## src/rtl/bpc_pkg.sv

```systemverilog
package bpc_pkg;

    localparam int DATA_W = 8;

    localparam logic [1:0] OFF_RXDATA = 2'd0;
    localparam logic [1:0] OFF_TXDATA = 2'd1;
    localparam logic [1:0] OFF_STATUS = 2'd2;
    localparam logic [1:0] OFF_CTRL   = 2'd3;

    typedef struct packed {
        logic       pad;
        logic [1:0] speed;
        logic       word8;
        logic       parity_en;
        logic       full_dup;
        logic       write_cmd;
        logic       cmd_rdy;
    } ctrl_reg_t;

    typedef struct packed {
        logic [3:0] pad;
        logic       overrun;
        logic       error;
        logic       avail;
        logic       busy;
    } status_reg_t;

    typedef enum logic [1:0] {
        XS_IDLE   = 2'd0,
        XS_SEND   = 2'd1,
        XS_FINISH = 2'd2
    } xfer_state_t;

    function automatic status_reg_t make_status(input logic busy, input logic avail,
                                                input logic err, input logic ovr);
        status_reg_t s;
        s = '0;
        s.busy    = busy;
        s.avail   = avail;
        s.error   = err;
        s.overrun = ovr;
        return s;
    endfunction

    function automatic ctrl_reg_t sanitize_ctrl(input logic [DATA_W-1:0] raw);
        ctrl_reg_t c;
        c = ctrl_reg_t'(raw);
        c.pad = 1'b0;
        return c;
    endfunction

endpackage

```

## src/rtl/bpc_rx_fifo.sv

```systemverilog
module bpc_rx_fifo #(
    parameter int DW    = 8,
    parameter int DEPTH = 4
) (
    input  logic          clk,
    input  logic          rst,
    input  logic          push,
    input  logic [DW-1:0] push_data,
    input  logic          pop,
    output logic [DW-1:0] head,
    output logic          empty,
    output logic          full
);
    localparam int AW = (DEPTH > 1) ? $clog2(DEPTH) : 1;
    localparam int CW = $clog2(DEPTH + 1);
    localparam logic [AW-1:0] LAST = AW'(DEPTH - 1);
    localparam logic [CW-1:0] FULL_CNT = CW'(DEPTH);

    logic [DW-1:0] mem [DEPTH];
    logic [AW-1:0] wr_ptr, rd_ptr;
    logic [CW-1:0] count;
    logic          do_push, do_pop;

    assign empty   = (count == '0);
    assign full    = (count == FULL_CNT);
    assign do_pop  = pop && !empty;
    assign do_push = push && (!full || do_pop);
    assign head    = empty ? '0 : mem[rd_ptr];

    always_ff @(posedge clk) begin
        if (rst) begin
            wr_ptr <= '0;
            rd_ptr <= '0;
            count  <= '0;
        end else begin
            if (do_push) begin
                wr_ptr <= (wr_ptr == LAST) ? '0 : wr_ptr + 1'b1;
            end
            if (do_pop) begin
                rd_ptr <= (rd_ptr == LAST) ? '0 : rd_ptr + 1'b1;
            end
            case ({do_push, do_pop})
                2'b10:   count <= count + 1'b1;
                2'b01:   count <= count - 1'b1;
                default: count <= count;
            endcase
        end
    end

    generate
        for (genvar i = 0; i < DEPTH; i++) begin : g_slot
            always_ff @(posedge clk) begin
                if (rst) begin
                    mem[i] <= '0;
                end else if (do_push && wr_ptr == AW'(i)) begin
                    mem[i] <= push_data;
                end
            end
        end
    endgenerate

endmodule

```

## src/rtl/bpc_xfer_fsm.sv

```systemverilog
module bpc_xfer_fsm
    import bpc_pkg::*;
(
    input  logic clk,
    input  logic rst,
    input  logic cmd_rdy,
    input  logic write_cmd,
    input  logic tx_ready,
    input  logic tx_fail,
    output logic busy,
    output logic tx_valid,
    output logic done,
    output logic done_fail
);
    xfer_state_t state_q;
    logic        fail_q;

    always_ff @(posedge clk) begin
        if (rst) begin
            state_q <= XS_IDLE;
            fail_q  <= 1'b0;
        end else begin
            case (state_q)
                XS_IDLE: begin
                    if (cmd_rdy) begin
                        fail_q  <= 1'b0;
                        state_q <= write_cmd ? XS_SEND : XS_FINISH;
                    end
                end
                XS_SEND: begin
                    if (tx_ready) begin
                        fail_q  <= tx_fail;
                        state_q <= XS_FINISH;
                    end
                end
                XS_FINISH: state_q <= XS_IDLE;
                default:   state_q <= XS_IDLE;
            endcase
        end
    end

    assign busy      = (state_q != XS_IDLE);
    assign tx_valid  = (state_q == XS_SEND);
    assign done      = (state_q == XS_FINISH);
    assign done_fail = fail_q;

endmodule

```

## src/rtl/bpc_host_regs.sv

```systemverilog
module bpc_host_regs
    import bpc_pkg::*;
(
    input  logic              clk,
    input  logic              rst,
    input  logic              host_sel,
    input  logic              host_we,
    input  logic [1:0]        host_addr,
    input  logic [DATA_W-1:0] host_wdata,
    output logic [DATA_W-1:0] host_rdata,
    input  logic              busy,
    input  logic              done,
    input  logic              done_fail,
    input  logic [DATA_W-1:0] rx_head,
    input  logic              rx_empty,
    input  logic              rx_full,
    input  logic              rx_push,
    output logic              rx_pop,
    output ctrl_reg_t         ctrl,
    output logic [DATA_W-1:0] tx_byte,
    output logic              overrun
);
    ctrl_reg_t         ctrl_q;
    logic [DATA_W-1:0] dout_q;
    logic              err_q;
    logic              ovr_q;
    logic              wr_stb, rd_stb, ovr_evt;
    status_reg_t       stat;

    assign wr_stb  = host_sel && host_we;
    assign rd_stb  = host_sel && !host_we;
    assign rx_pop  = rd_stb && (host_addr == OFF_RXDATA);
    assign ovr_evt = rx_push && rx_full && !(rx_pop && !rx_empty);

    always_ff @(posedge clk) begin
        if (rst) begin
            ctrl_q <= '0;
            dout_q <= '0;
            err_q  <= 1'b0;
            ovr_q  <= 1'b0;
        end else begin
            if (wr_stb && !busy && host_addr == OFF_TXDATA) begin
                dout_q <= host_wdata;
            end
            if (wr_stb && !busy && host_addr == OFF_CTRL) begin
                ctrl_q <= sanitize_ctrl(host_wdata);
            end
            if (done) begin
                ctrl_q.cmd_rdy <= 1'b0;
                err_q          <= done_fail;
            end
            if (rd_stb && host_addr == OFF_STATUS) begin
                ovr_q <= 1'b0;
            end
            if (ovr_evt) begin
                ovr_q <= 1'b1;
            end
        end
    end

    assign stat = make_status(busy, !rx_empty, err_q, ovr_q);

    always_comb begin
        case (host_addr)
            OFF_RXDATA: host_rdata = rx_head;
            OFF_TXDATA: host_rdata = dout_q;
            OFF_STATUS: host_rdata = stat;
            default:    host_rdata = ctrl_q;
        endcase
    end

    assign ctrl    = ctrl_q;
    assign tx_byte = dout_q;
    assign overrun = ovr_q;

endmodule

```

## src/rtl/byte_port_ctrl.sv

```systemverilog
module byte_port_ctrl
    import bpc_pkg::*;
#(
    parameter int RX_DEPTH = 4
) (
    input  logic              clk,
    input  logic              rst,
    input  logic              host_sel,
    input  logic              host_we,
    input  logic [1:0]        host_addr,
    input  logic [DATA_W-1:0] host_wdata,
    output logic [DATA_W-1:0] host_rdata,
    output logic              dev_tx_valid,
    input  logic              dev_tx_ready,
    input  logic              dev_tx_fail,
    output logic [DATA_W-1:0] dev_tx_data,
    input  logic              dev_rx_valid,
    input  logic [DATA_W-1:0] dev_rx_data,
    output logic              mode_full_duplex,
    output logic              mode_parity_en,
    output logic              mode_word8,
    output logic [1:0]        mode_speed
);
    ctrl_reg_t         ctrl;
    logic              busy, done, done_fail;
    logic [DATA_W-1:0] rx_head;
    logic              rx_empty, rx_full, rx_pop, overrun;

    bpc_rx_fifo #(.DW(DATA_W), .DEPTH(RX_DEPTH)) u_fifo (
        .clk       (clk),
        .rst       (rst),
        .push      (dev_rx_valid),
        .push_data (dev_rx_data),
        .pop       (rx_pop),
        .head      (rx_head),
        .empty     (rx_empty),
        .full      (rx_full)
    );

    bpc_xfer_fsm u_fsm (
        .clk       (clk),
        .rst       (rst),
        .cmd_rdy   (ctrl.cmd_rdy),
        .write_cmd (ctrl.write_cmd),
        .tx_ready  (dev_tx_ready),
        .tx_fail   (dev_tx_fail),
        .busy      (busy),
        .tx_valid  (dev_tx_valid),
        .done      (done),
        .done_fail (done_fail)
    );

    bpc_host_regs u_regs (
        .clk        (clk),
        .rst        (rst),
        .host_sel   (host_sel),
        .host_we    (host_we),
        .host_addr  (host_addr),
        .host_wdata (host_wdata),
        .host_rdata (host_rdata),
        .busy       (busy),
        .done       (done),
        .done_fail  (done_fail),
        .rx_head    (rx_head),
        .rx_empty   (rx_empty),
        .rx_full    (rx_full),
        .rx_push    (dev_rx_valid),
        .rx_pop     (rx_pop),
        .ctrl       (ctrl),
        .tx_byte    (dev_tx_data),
        .overrun    (overrun)
    );

    assign mode_full_duplex = ctrl.full_dup;
    assign mode_parity_en   = ctrl.parity_en;
    assign mode_word8       = ctrl.word8;
    assign mode_speed       = ctrl.speed;

endmodule

```

## config.mk

```make
export PLATFORM = sky130hd
export DESIGN_NAME = byte_port_ctrl
export DESIGN_NICKNAME = d
export VERILOG_FILES = /design/src/rtl/bpc_pkg.sv /design/src/rtl/bpc_rx_fifo.sv /design/src/rtl/bpc_xfer_fsm.sv /design/src/rtl/bpc_host_regs.sv /design/src/rtl/byte_port_ctrl.sv
export SDC_FILE = /design/constraint.sdc
export NUM_CORES = 1
export LEC_CHECK = 0
export ABC_AREA = 0
export BUFFER_PORTS_ARGS = -buffer_cell sky130_fd_sc_hd__clkbuf_2
export CORE_AREA = 2 2 74 76
export CTS_CLUSTER_SIZE = 28
export DETAILED_ROUTE_END_ITERATION = 8
export DIE_AREA = 0 0 76 78
export PLACE_DENSITY_LB_ADDON = 0.25
export SYNTH_ARGS = -nofsm -noshare
export SYNTH_HDL_FRONTEND = slang
export SYNTH_SLANG_ARGS = --single-unit
```

## constraint.sdc

```tcl
create_clock -name clk -period 5.3 [get_ports clk]
set_clock_uncertainty 0.2 [all_clocks]
set_input_delay 1.06 -clock clk [delete_from_list [all_inputs] [get_ports clk]]
set_output_delay 1.06 -clock clk [all_outputs]
set_load 0.005 [all_outputs]
```

Word level (Yosys, flattened, before mapping)

Memory sizes are Yosys's and may differ from the RTL's. A register that Yosys moved wholly into a read port is not among the register bits.
Index checks and enable logic that the tools add are counted.

Equality and inequality tests: 14
Multiplexer cells: 34
Bitwise gates (word level): 4
Add/sub/neg operators: 4
Reduce and logical (&&, ||, !) cells: 32

Operators by type and width:

| kind                                             | number |
|---|---|
| two-way mux 8 bit                                | 5 |
| case mux 8 bit (3 select lines)                  | 1 |
| two-way mux 1 bit                                | 18 |
| logical AND 1 bit                                | 15 |
| == test 2 bit, second input constant             | 7 |
| two-way mux 2 bit                                | 7 |
| == test 2 x 1 -> 1 bit, second input constant    | 4 |
| nonzero test 2 bit                               | 4 |
| zero test 2 bit                                  | 3 |
| case mux 3 bit (2 select lines)                  | 1 |
| zero test 1 bit                                  | 5 |
| adder 2 x 1 -> 2 bit, second input constant      | 2 |
| != test 2 x 1 -> 1 bit, second input constant    | 2 |
| bitwise OR 1 bit                                 | 4 |
| case mux 2 bit (2 select lines)                  | 1 |
| adder 3 x 1 -> 3 bit, second input constant      | 1 |
| == test 3 bit, second input constant             | 1 |
| zero test 3 bit                                  | 1 |
| AND reduction 3 bit                              | 1 |
| subtractor 3 x 1 -> 3 bit, second input constant | 1 |
| case mux 1 bit (2 select lines)                  | 1 |
| AND reduction 2 bit                              | 1 |
| OR reduction 2 bit                               | 1 |
| logical OR 1 bit                                 | 1 |

Word-level logic and storage cells: 103
RAM bits: 32
Register bits: 27
Memories: 1
Input port bits: 25

Memories:

| memory     | depth | bits a word | rd ports | clocked after memory_dff | write ports | RTL line          | text |
|---|---|---|---|---|---|---|---|
| u_fifo.mem | 4     | 8           | 1        | 1                        | 4           | bpc_rx_fifo.sv:19 | `logic [DW-1:0] mem [DEPTH];` |

Longest topological paths before layout

Gate-level depths: netlist (run 1).

Word-level depth: 11
Depth in mapped cells: 11
Mapped depth without buffers: 9

Modules after synthesis

From an unflattened synthesis (run 1), not the netlist that was laid out.

Cells, all modules: 261
Area, all modules: 3025.4 um^2

By module, submodules not included:

| module        | times used | cells an instance | area each (um^2) |
|---|---|---|---|
| bpc_rx_fifo   | 1          | 149               | 1919.3 |
| bpc_host_regs | 1          | 95                | 958.4 |
| bpc_xfer_fsm  | 1          | 17                | 147.6 |

Worst setup path after synthesis (run 1)

Ideal clock, no wire load.

Path type: input to register
Start point: in host_addr[0]
End point: reg u_fifo.count[2]
Arrival time: 3.041 ns
Data required time: 5.030 ns
Stages: 9
Library setup time: 0.070 ns
Slack: 1.989 ns
Cells stage by stage: buf_6 -> or2_2 -> nor3_1 -> ha_1 -> inv_1 -> fa_1 -> xor2_1 -> or3_1 -> a21oi_1

Longest elaborated chain between the ends: 7

Ends and longest elaborated chain:

| what                                                                         | RTL line             | text |
|---|---|---|
| start, declared                                                              | byte_port_ctrl.sv:10 | `input logic [1:0] host_addr,` |
| zero test 2 bit *                                                            | bpc_host_regs.sv:32  | `assign rx_pop = rd_stb && (host_addr == OFF_RXDATA);` |
| logical AND 1 bit *                                                          | bpc_host_regs.sv:32  |  |
| logical AND 1 bit *                                                          | bpc_rx_fifo.sv:26    | `assign do_pop = pop && !empty;` |
| named net u_fifo.do_pop                                                      | bpc_rx_fifo.sv:22    | `logic do_push, do_pop;` |
| logical OR 1 bit                                                             | bpc_rx_fifo.sv:27    | `assign do_push = push && (!full \|\| do_pop);` |
| logical AND 1 bit                                                            | bpc_rx_fifo.sv:27    |  |
| == test 2 x 1 -> 1 bit / == test 2 bit (equally long branches)               | bpc_rx_fifo.sv:42    | `case ({do_push, do_pop})` |
| case mux 3 bit (2 select lines) / nonzero test 2 bit (equally long branches) | -                    |  |
| end signal, assigned                                                         | bpc_rx_fifo.sv:43    | `2'b10: count <= count + 1'b1;` |
| end signal, assigned                                                         | bpc_rx_fifo.sv:44    | `2'b01: count <= count - 1'b1;` |
| end signal, assigned                                                         | bpc_rx_fifo.sv:45    | `default: count <= count;` |
| end, declared                                                                | bpc_rx_fifo.sv:21    | `logic [CW-1:0] count;` |

The timed path passes the listed nets; every way through them passes the cells marked *.
A chain may end at the register's enable or synchronous reset.

Worst setup path after layout (run 1)

Start point: in host_addr[0]
End point: out host_rdata[2]

Longest elaborated chain between the ends: 2

Ends and longest elaborated chain:

| what                                  | RTL line             | text |
|---|---|---|
| == test 2 bit (tied with other cells) | bpc_host_regs.sv:64  | `case (host_addr)` |
| case mux 8 bit (3 select lines) *     | bpc_host_regs.sv:64  |  |
| end, declared                         | byte_port_ctrl.sv:12 | `output logic [DATA_W-1:0] host_rdata,` |

Every way passes the cells marked *; elsewhere a longest branch is shown, timed or not.

==> results by group, run 1 <==
Run status
  • Status: completed

Global route
  • First-pass GRT wire length: 10800 um
  • Initial antenna violation count: 0
  • Largest net degree at the start of global routing: 39
  • Vias in the first global route: 2162
  • Total track usage: 23.7%
  • Gr ovfl total: 0

Cells and area
  • Final Util: 69.0%
  • Commonest non-fill, non-tap cell in the layout: clkbuf_2
  • Filler instances: 373
  • Commonest cells after routing, fill and taps aside: clkbuf_2, and2_1, edfxtp_1, dfxtp_1, a21oi_1
  • Antenna Cells: 0
  • Multi-input gate area: 1380 um^2
  • Final Non-Filler Cells: 387
  • Fraction of layout cells with a size suffix above 1: 24.9%
  • Finished Cell Area: 3480 um^2
  • # nets final: 345
  • Reg area: 1540 um^2
  • Layout area overhead: 14.8%

Setup path
  • CP max stage delay: 620 ps
  • Peak fanout along the critical path: 17
  • Most frequent cell on the critical path: clkbuf_2
  • Reg-to-reg slack, setup: 2580 ps
  • WS Path Type: input pin to output port
  • Startpoint types: input pin
  • Crit path required time: 4040 ps
  • Slowest-stage cell, CP: nor2b_1
  • Crit. End Element: output port
  • Crit path DAT: 2360 ps
  • CP Cell Sequence: clkbuf_2 -> nor2b_1 -> a221o_1 -> clkbuf_2

Floorplanning
  • Die Span X: 76 um
  • Die area: 5930 um^2
  • Initial Util: 60.1%
  • IO Pins: 47
  • FP Rows: 26
  • CORE AREA: 5040 um^2
  • Die Ht: 78 um

Clocking
  • Clock transition at path regs: 70 ps
  • Total CTS buffers: 9
  • CTS tree: built
  • Clk_lat worst skew: 330 ps
  • Post-cts resize count: 0
  • CTS max path bufs: 2
  • Post-CTS Repair Setup Buffers: 0
  • Root Buffer: clkbuf_8
  • H-tree depth: 3
  • Total clock sinks: 61
  • Hold-fix buffers at CTS: 0

Synth
  • Synth area leader: edfxtp_1
  • Asr flop ratio synth: 0%
  • Synth top area share: 31.7%
  • Seq cells post-synth: 61
  • Area contributors post-synth: edfxtp_1, dfxtp_1, and2_1, mux4_2, a21oi_1
  • Syn_area_per_cell: 11.2 um^2
  • Sequential share of the synthesized area: 50.8%
  • Post-Syn Area: 3030 um^2
  • Post-synth EDFFs: 32
  • Net Count, Synth: 303
  • Most common flop cell mapped by yosys: edfxtp_1
  • Mapped Cells: 271
  • Distinct cells, synth: 43
  • Warnings, synthesis: 0

Detailed routing
  • DRT Pass-1 Iters: 4
  • Via count: 2214
  • Wire length per cell: 16.5 um
  • Antenna viol nets, final: 0
  • Drt total wl: 6370 um
  • Wire length on met1: 2700 um
  • Number of remaining DRC errors: 0
  • Highest routed layer: met4
  • Met3 routed WL: 361 um
  • Vias/cell: 5.72
  • Met2 wire length: 3150 um
  • DRT iter0 DRCs: 190

Timing
  • Hold Fails Final Rpt: 0
  • Slew Limit Fails: 0
  • Setup violators final: 0
  • Slew headroom: 46.7%
  • FMAX: 276 MHz
  • Slew @ Worst Pin: 800 ps
  • Fin crit period: 3620 ps
  • TNS Setup: 0 ps
  • Setup WS post-layout: 1680 ps
  • Fin crit share: 68.4%
  • RSZ-0062 raised after global routing: no

Flow run
  • Max cap viols: 0

Pwr
  • Leak: 0.00133 uW
  • Worst vdd ir: 0.000251 V
  • Pwr per Cell Area: 309 nW/um^2

Place
  • Placed cell areas: 3280 um^2
  • Placer Congestion: 0.876
  • Port bufs: 46
  • Placed Cells: 372
  • DP Wirelength: 4480 um
  • Pre-CTS setup slack: 1610 ps

Min path
  • HP Class: register to register
==> registers in the layout, summed over array words and instances (netlist names), named ones only <==
name,count
u_regs.overrun,1
u_fifo.count,3
u_fifo.wr_ptr,2
u_regs.ctrl,7
u_fifo.rd_ptr,2
u_regs.err_q,1
u_fsm.done_fail,1
u_fsm.state_q,2
u_regs.tx_byte,8
u_fifo.mem,32
==> final timing paths <==
path | from | to | depth (start not counted)
max | host_addr[0] | host_rdata[2] | 4
min | u_regs.overrun | u_regs.overrun | 2
max reg2reg | u_fifo.count[2] | u_fifo.count[2] | 9
min reg2reg | u_regs.overrun | u_regs.overrun | 2
==> per-stage QoR <==
| step | total power, uW | hold slack [ps] |
|---|---|---|
| after CTS | 1080 | 288 |
| after floorplan | 615 | 248 |
| after global routing | 1120 | 315 |
| final | 1080 | 293 |
| after global placement | 650 | 279 |
| after detailed placement | 654 | 279 |
==> synth_stat cells (all sizes together) (8+ instances only) <==
| library cell | n |
|---|---|
| nand3 | 19 |
| nand2b | 8 |
| dfxtp | 29 |
| nand2 | 10 |
| nor2 | 11 |
| o21ai | 18 |
| mux4 | 8 |
| inv | 9 |
| and2 | 33 |
| edfxtp | 32 |
| a21oi | 20 |
| clkbuf | 9 |
==> metal layers <==
layer | up-vias | track usage [%]
met3 | 16 | 5.93
li1 | 1064 | -
met2 | 79 | 39.2
met4 | 0 | 10.0
met1 | 1055 | 29.8
met5 | - | 0
==> worst max-delay path, delay by kind of cell <==
| family | cells | cell delay (ps) |
|---|---|---|
| and+or+nand+nor | 1 | 620 |
| buffers and inverters | 2 | 410 |
| AOI/OAI and AO/OA | 1 | 260 |
==> cell families (layout without fill, tap and decap cells) <==
| logic type | Yosys count | after routing | share of synthesized area, % |
|---|---|---|---|
| adders and majority gates | 7 | 7 | 3.14 |
| xor gates and xnor gates | 2 | 2 | 0.578 |
| AOI/OAI and AO/OA | 58 | 58 | 13.6 |
| and+or+nand+nor | 101 | 101 | 19.2 |
| muxes | 17 | 17 | 9.03 |
| DFF | 61 | 61 | 50.8 |
| buffers and inverters | 25 | 71 | 3.63 |
==> final cells by class <==
class	instances	area share, %
clock buffer	9	3.56
clock inverter	6	2.26
inverter	10	1.08
multi-input combinational	185	39.7
sequential	61	44.3
tap	70	2.52
timing repair buffer	46	6.61
==> where the power goes <==
part	leakage (uW)	internal [uW]	total [uW]	switching (uW)
logic	0.000663	44.4	109	64.2
registers	0.000571	522	535	13.1
clock network	0.0000978	257	432	175
total	0.00133	824	1080	252
No activity file was read; power rests on OpenSTA's default activity.
==> run 2: changes to the inputs <==
--- a/config.mk
+++ b/config.mk
@@ -5,12 +5,12 @@
 export SDC_FILE = /design/constraint.sdc
 export NUM_CORES = 1
 export LEC_CHECK = 0
-export ABC_AREA = 0
+export ABC_AREA = 1
 export BUFFER_PORTS_ARGS = -buffer_cell sky130_fd_sc_hd__clkbuf_2
-export CORE_AREA = 2 2 74 76
+export CORE_AREA = 2 2 80 82
 export CTS_CLUSTER_SIZE = 28
 export DETAILED_ROUTE_END_ITERATION = 8
-export DIE_AREA = 0 0 76 78
+export DIE_AREA = 0 0 82 84
 export PLACE_DENSITY_LB_ADDON = 0.25
 export SYNTH_ARGS = -nofsm -noshare
 export SYNTH_HDL_FRONTEND = slang
==> constraint.sdc (replaced) <==
create_clock -name clk -period 3 [get_ports clk]
set_clock_uncertainty 0.2 [all_clocks]
set_input_delay 0.6 -clock clk [delete_from_list [all_inputs] [get_ports clk]]
set_output_delay 0.6 -clock clk [all_outputs]
set_load 0.005 [all_outputs]
==> results by group, run 2 <==
Floorplanning
  • FP Rows: 29 (was 26)
  • Initial Util: 47.4% (was 60.1%)
  • Die area: 6890 um^2 (was 5930 um^2)
  • Die Ht: 84 um (was 78 um)
  • IO Pins: 47 (unchanged)
  • Die Span X: 82 um (was 76 um)
  • CORE AREA: 6100 um^2 (was 5040 um^2)

Global route
  • First-pass GRT wire length: 10400 um (was 10800 um)
  • Vias in the first global route: 2226 (was 2162)
  • Initial antenna violation count: 0 (unchanged)
  • Total track usage: 20.0% (was 23.7%)
  • Gr ovfl total: 0 (unchanged)
  • Largest net degree at the start of global routing: 22 (was 39)

Cells and area
  • Filler instances: 566 (was 373)
  • Fraction of layout cells with a size suffix above 1: 18.8% (was 24.9%)
  • Layout area overhead: 16.0% (was 14.8%)
  • Antenna Cells: 0 (unchanged)
  • Commonest cells after routing, fill and taps aside: nor2_1, nand2_1, inv_1, clkbuf_2, edfxtp_1 (was clkbuf_2, and2_1, edfxtp_1, dfxtp_1, a21oi_1)
  • Most flops, register: u_fifo.mem (unchanged)
  • Commonest non-fill, non-tap cell in the layout: nor2_1 (was clkbuf_2)
  • Number of flip-flops in the largest register: 32 (unchanged)
  • Final Non-Filler Cells: 470 (was 387)
  • # nets final: 420 (was 345)

Setup path
  • Most frequent cell on the critical path: nand2_1 (was clkbuf_2)
  • Crit. End Element: output port (unchanged)
  • CP max stage delay: 350 ps (was 620 ps)
  • Crit path required time: 2200 ps (was 4040 ps)
  • WS Path Type: register to output port (was input pin to output port)
  • Crit path DAT: 1750 ps (was 2360 ps)
  • Slowest-stage cell, CP: inv_1 (was nor2b_1)
  • Peak fanout along the critical path: 17 (unchanged)
  • CP Cell Sequence: buf_4 -> inv_1 -> o21ai_0 -> o22ai_1 -> nand2_1 -> nand2_1 -> clkbuf_2 (was clkbuf_2 -> nor2b_1 -> a221o_1 -> clkbuf_2)
  • Startpoint types: register (was input pin)

Synth
  • Most common flop cell mapped by yosys: edfxtp_1 (unchanged)
  • Top cells by count, synth: nor2_1, nand2_1, inv_1, edfxtp_1, o21ai_0 (was and2_1, edfxtp_1, dfxtp_1, a21oi_1, nand3_1)
  • Synth Area in Compound Gates: 12.5% (was 13.6%)
  • Adder-cell share of the synthesized area: 3.29% (was 3.14%)
  • Area contributors post-synth: edfxtp_1, dfxtp_1, nor2_1, nand2_1, inv_1 (was edfxtp_1, dfxtp_1, and2_1, mux4_2, a21oi_1)
  • Post-Syn Area: 2890 um^2 (was 3030 um^2)
  • Asr flop ratio synth: 0% (unchanged)
  • Syn_area_per_cell: 8.53 um^2 (was 11.2 um^2)
  • Post-synthesis xor/xnor area fraction: 0% (was 0.578%)
  • Mux cell area share after synthesis: 0% (was 9.03%)
  • Synth area leader: edfxtp_1 (unchanged)
  • Largest family of logic cells by synthesized area: simple AND/OR/NAND/NOR gates (unchanged)
  • Distinct cells, synth: 27 (was 43)
  • Simple-gate portion of the synthesized area: 22.7% (was 19.2%)
  • Seq cells post-synth: 61 (unchanged)
  • Warnings, synthesis: 0 (unchanged)
  • Most frequent cell after synthesis: nor2_1 (was and2_1)
  • Post-synth EDFFs: 32 (unchanged)
  • Synth top area share: 33.2% (was 31.7%)
  • Sequential share of the synthesized area: 53.3% (was 50.8%)
  • Net Count, Synth: 371 (was 303)
  • Mapped Cells: 339 (was 271)

Detailed routing
  • Drt total wl: 6270 um (was 6370 um)
  • DRT iter0 DRCs: 152 (was 190)
  • Wire length per cell: 13.3 um (was 16.5 um)
  • Vias/cell: 5.03 (was 5.72)
  • DRT Pass-1 Iters: 4 (unchanged)
  • Antenna viol nets, final: 0 (unchanged)
  • Number of remaining DRC errors: 0 (unchanged)
  • Via count: 2362 (was 2214)

Clocking
  • Post-CTS Repair Setup Buffers: 0 (unchanged)
  • CTS max path bufs: 2 (unchanged)
  • H-tree depth: 3 (unchanged)
  • Total CTS buffers: 9 (unchanged)
  • Post-cts resize count: 0 (unchanged)
  • Total clock sinks: 61 (unchanged)
  • Clock transition at path regs: 60 ps (was 70 ps)
  • Hold-fix buffers at CTS: 0 (unchanged)
  • Root Buffer: clkbuf_8 (unchanged)
  • CTS tree: built (unchanged)
  • Clk_lat worst skew: 330 ps (about the same)

Timing
  • Hold Fails Final Rpt: 0 (unchanged)
  • FMAX: 392 MHz
  • Slew @ Worst Pin: 471 ps (was 800 ps)
  • TNS Setup: 0 ps (unchanged)
  • Fin crit period: 2550 ps
  • Slew headroom: 68.5% (was 46.7%)
  • Setup violators final: 0 (unchanged)
  • Fin crit share: 85.0%
  • RSZ-0062 raised after global routing: no (unchanged)
  • Slew Limit Fails: 0 (unchanged)

Run status
  • Status: completed (unchanged)

Min path
  • HP Class: register to register (unchanged)

Pwr
  • Leak: 0.00147 uW (was 0.00133 uW)
  • Pwr per Cell Area: 532 nW/um^2 (was 309 nW/um^2)
  • Worst vdd ir: 0.000332 V (was 0.000251 V)
  • Power, Total: 1780 uW (was 1080 uW)

Place
  • Port bufs: 46 (unchanged)
  • Placer Congestion: 0.784 (was 0.876)
  • DP Wirelength: 4510 um (was 4480 um)
  • Placed Cells: 454 (was 372)

Flow run
  • Max cap viols: 0 (unchanged)
## run 2: through the flow
step	util (%)	cell area (um^2)	setup WS, ps	hold slack [ps]
final	55.0	3350	451	263
after global routing	55.0	3350	315	268
after CTS	55.0	3350	420	260
after detailed placement	52.1	3180	346	251
after global placement	52.1	3180	486	233
after floorplan	-	2890	710	222
## run 2: cell families after synthesis
kind of cell | count (synthesis)
adders and majority gates | 7
buffers and inverters | 58
and+or+nand+nor | 144
AOI/OAI and AO/OA | 69
DFF | 61
## run 2: layout make-up
class / count / area (um^2) / share of cell area (%)
multi-input cells: 220 / 1110 / 33.1
well taps: 77 / 96.3 / 2.87
clock inverters: 4 / 21.3 / 0.634
flip-flops and latches: 61 / 1540 / 46.0
inverters: 47 / 176 / 5.26
repair buffers: 49 / 253 / 7.53
clock buffers: 12 / 155 / 4.63
## run 2: layer usage
layer | up-vias | track usage (%) | wire, um
li1 | 1211 | - | -
met1 | 1091 | 26.7 | 2870
met2 | 50 | 31.6 | 3060
met3 | 10 | 4.11 | 257
met4 | 0 | 7.88 | 88
met5 | - | 0 | 0
## run 2: final timing paths
| kind | slack (ps) | start | cells after the start | end |
|---|---|---|---|---|
| setup / recovery | 450 | register | 7 | host_rdata[5] |
| hold reg to reg | 260 | u_fifo.count[0] | 1 | u_fifo.count[0] |
| hold / removal | 260 | u_fifo.count[0] | 1 | u_fifo.count[0] |
| setup reg to reg | 800 | u_fifo.count[0] | 11 | u_fifo.count[2] |
## run 2: critical path: cells and delay by family (launching register included)
| kind | cells | cell delay, ps |
|---|---|---|
| AND/OR/NAND/NOR | 2 | 140 |
| AO/OA/AOI/OAI | 2 | 340 |
| buffers and inverters | 3 | 640 |
| flip-flops | 1 | 300 |
## run 2: power breakdown
part	switching [uW]	leakage (uW)	internal (uW)	total (uW)
sequential	19.4	0.000571	925	944
combinational	122	0.000805	66.2	189
clock	311	0.0000965	341	652
total	453	0.00147	1330	1780
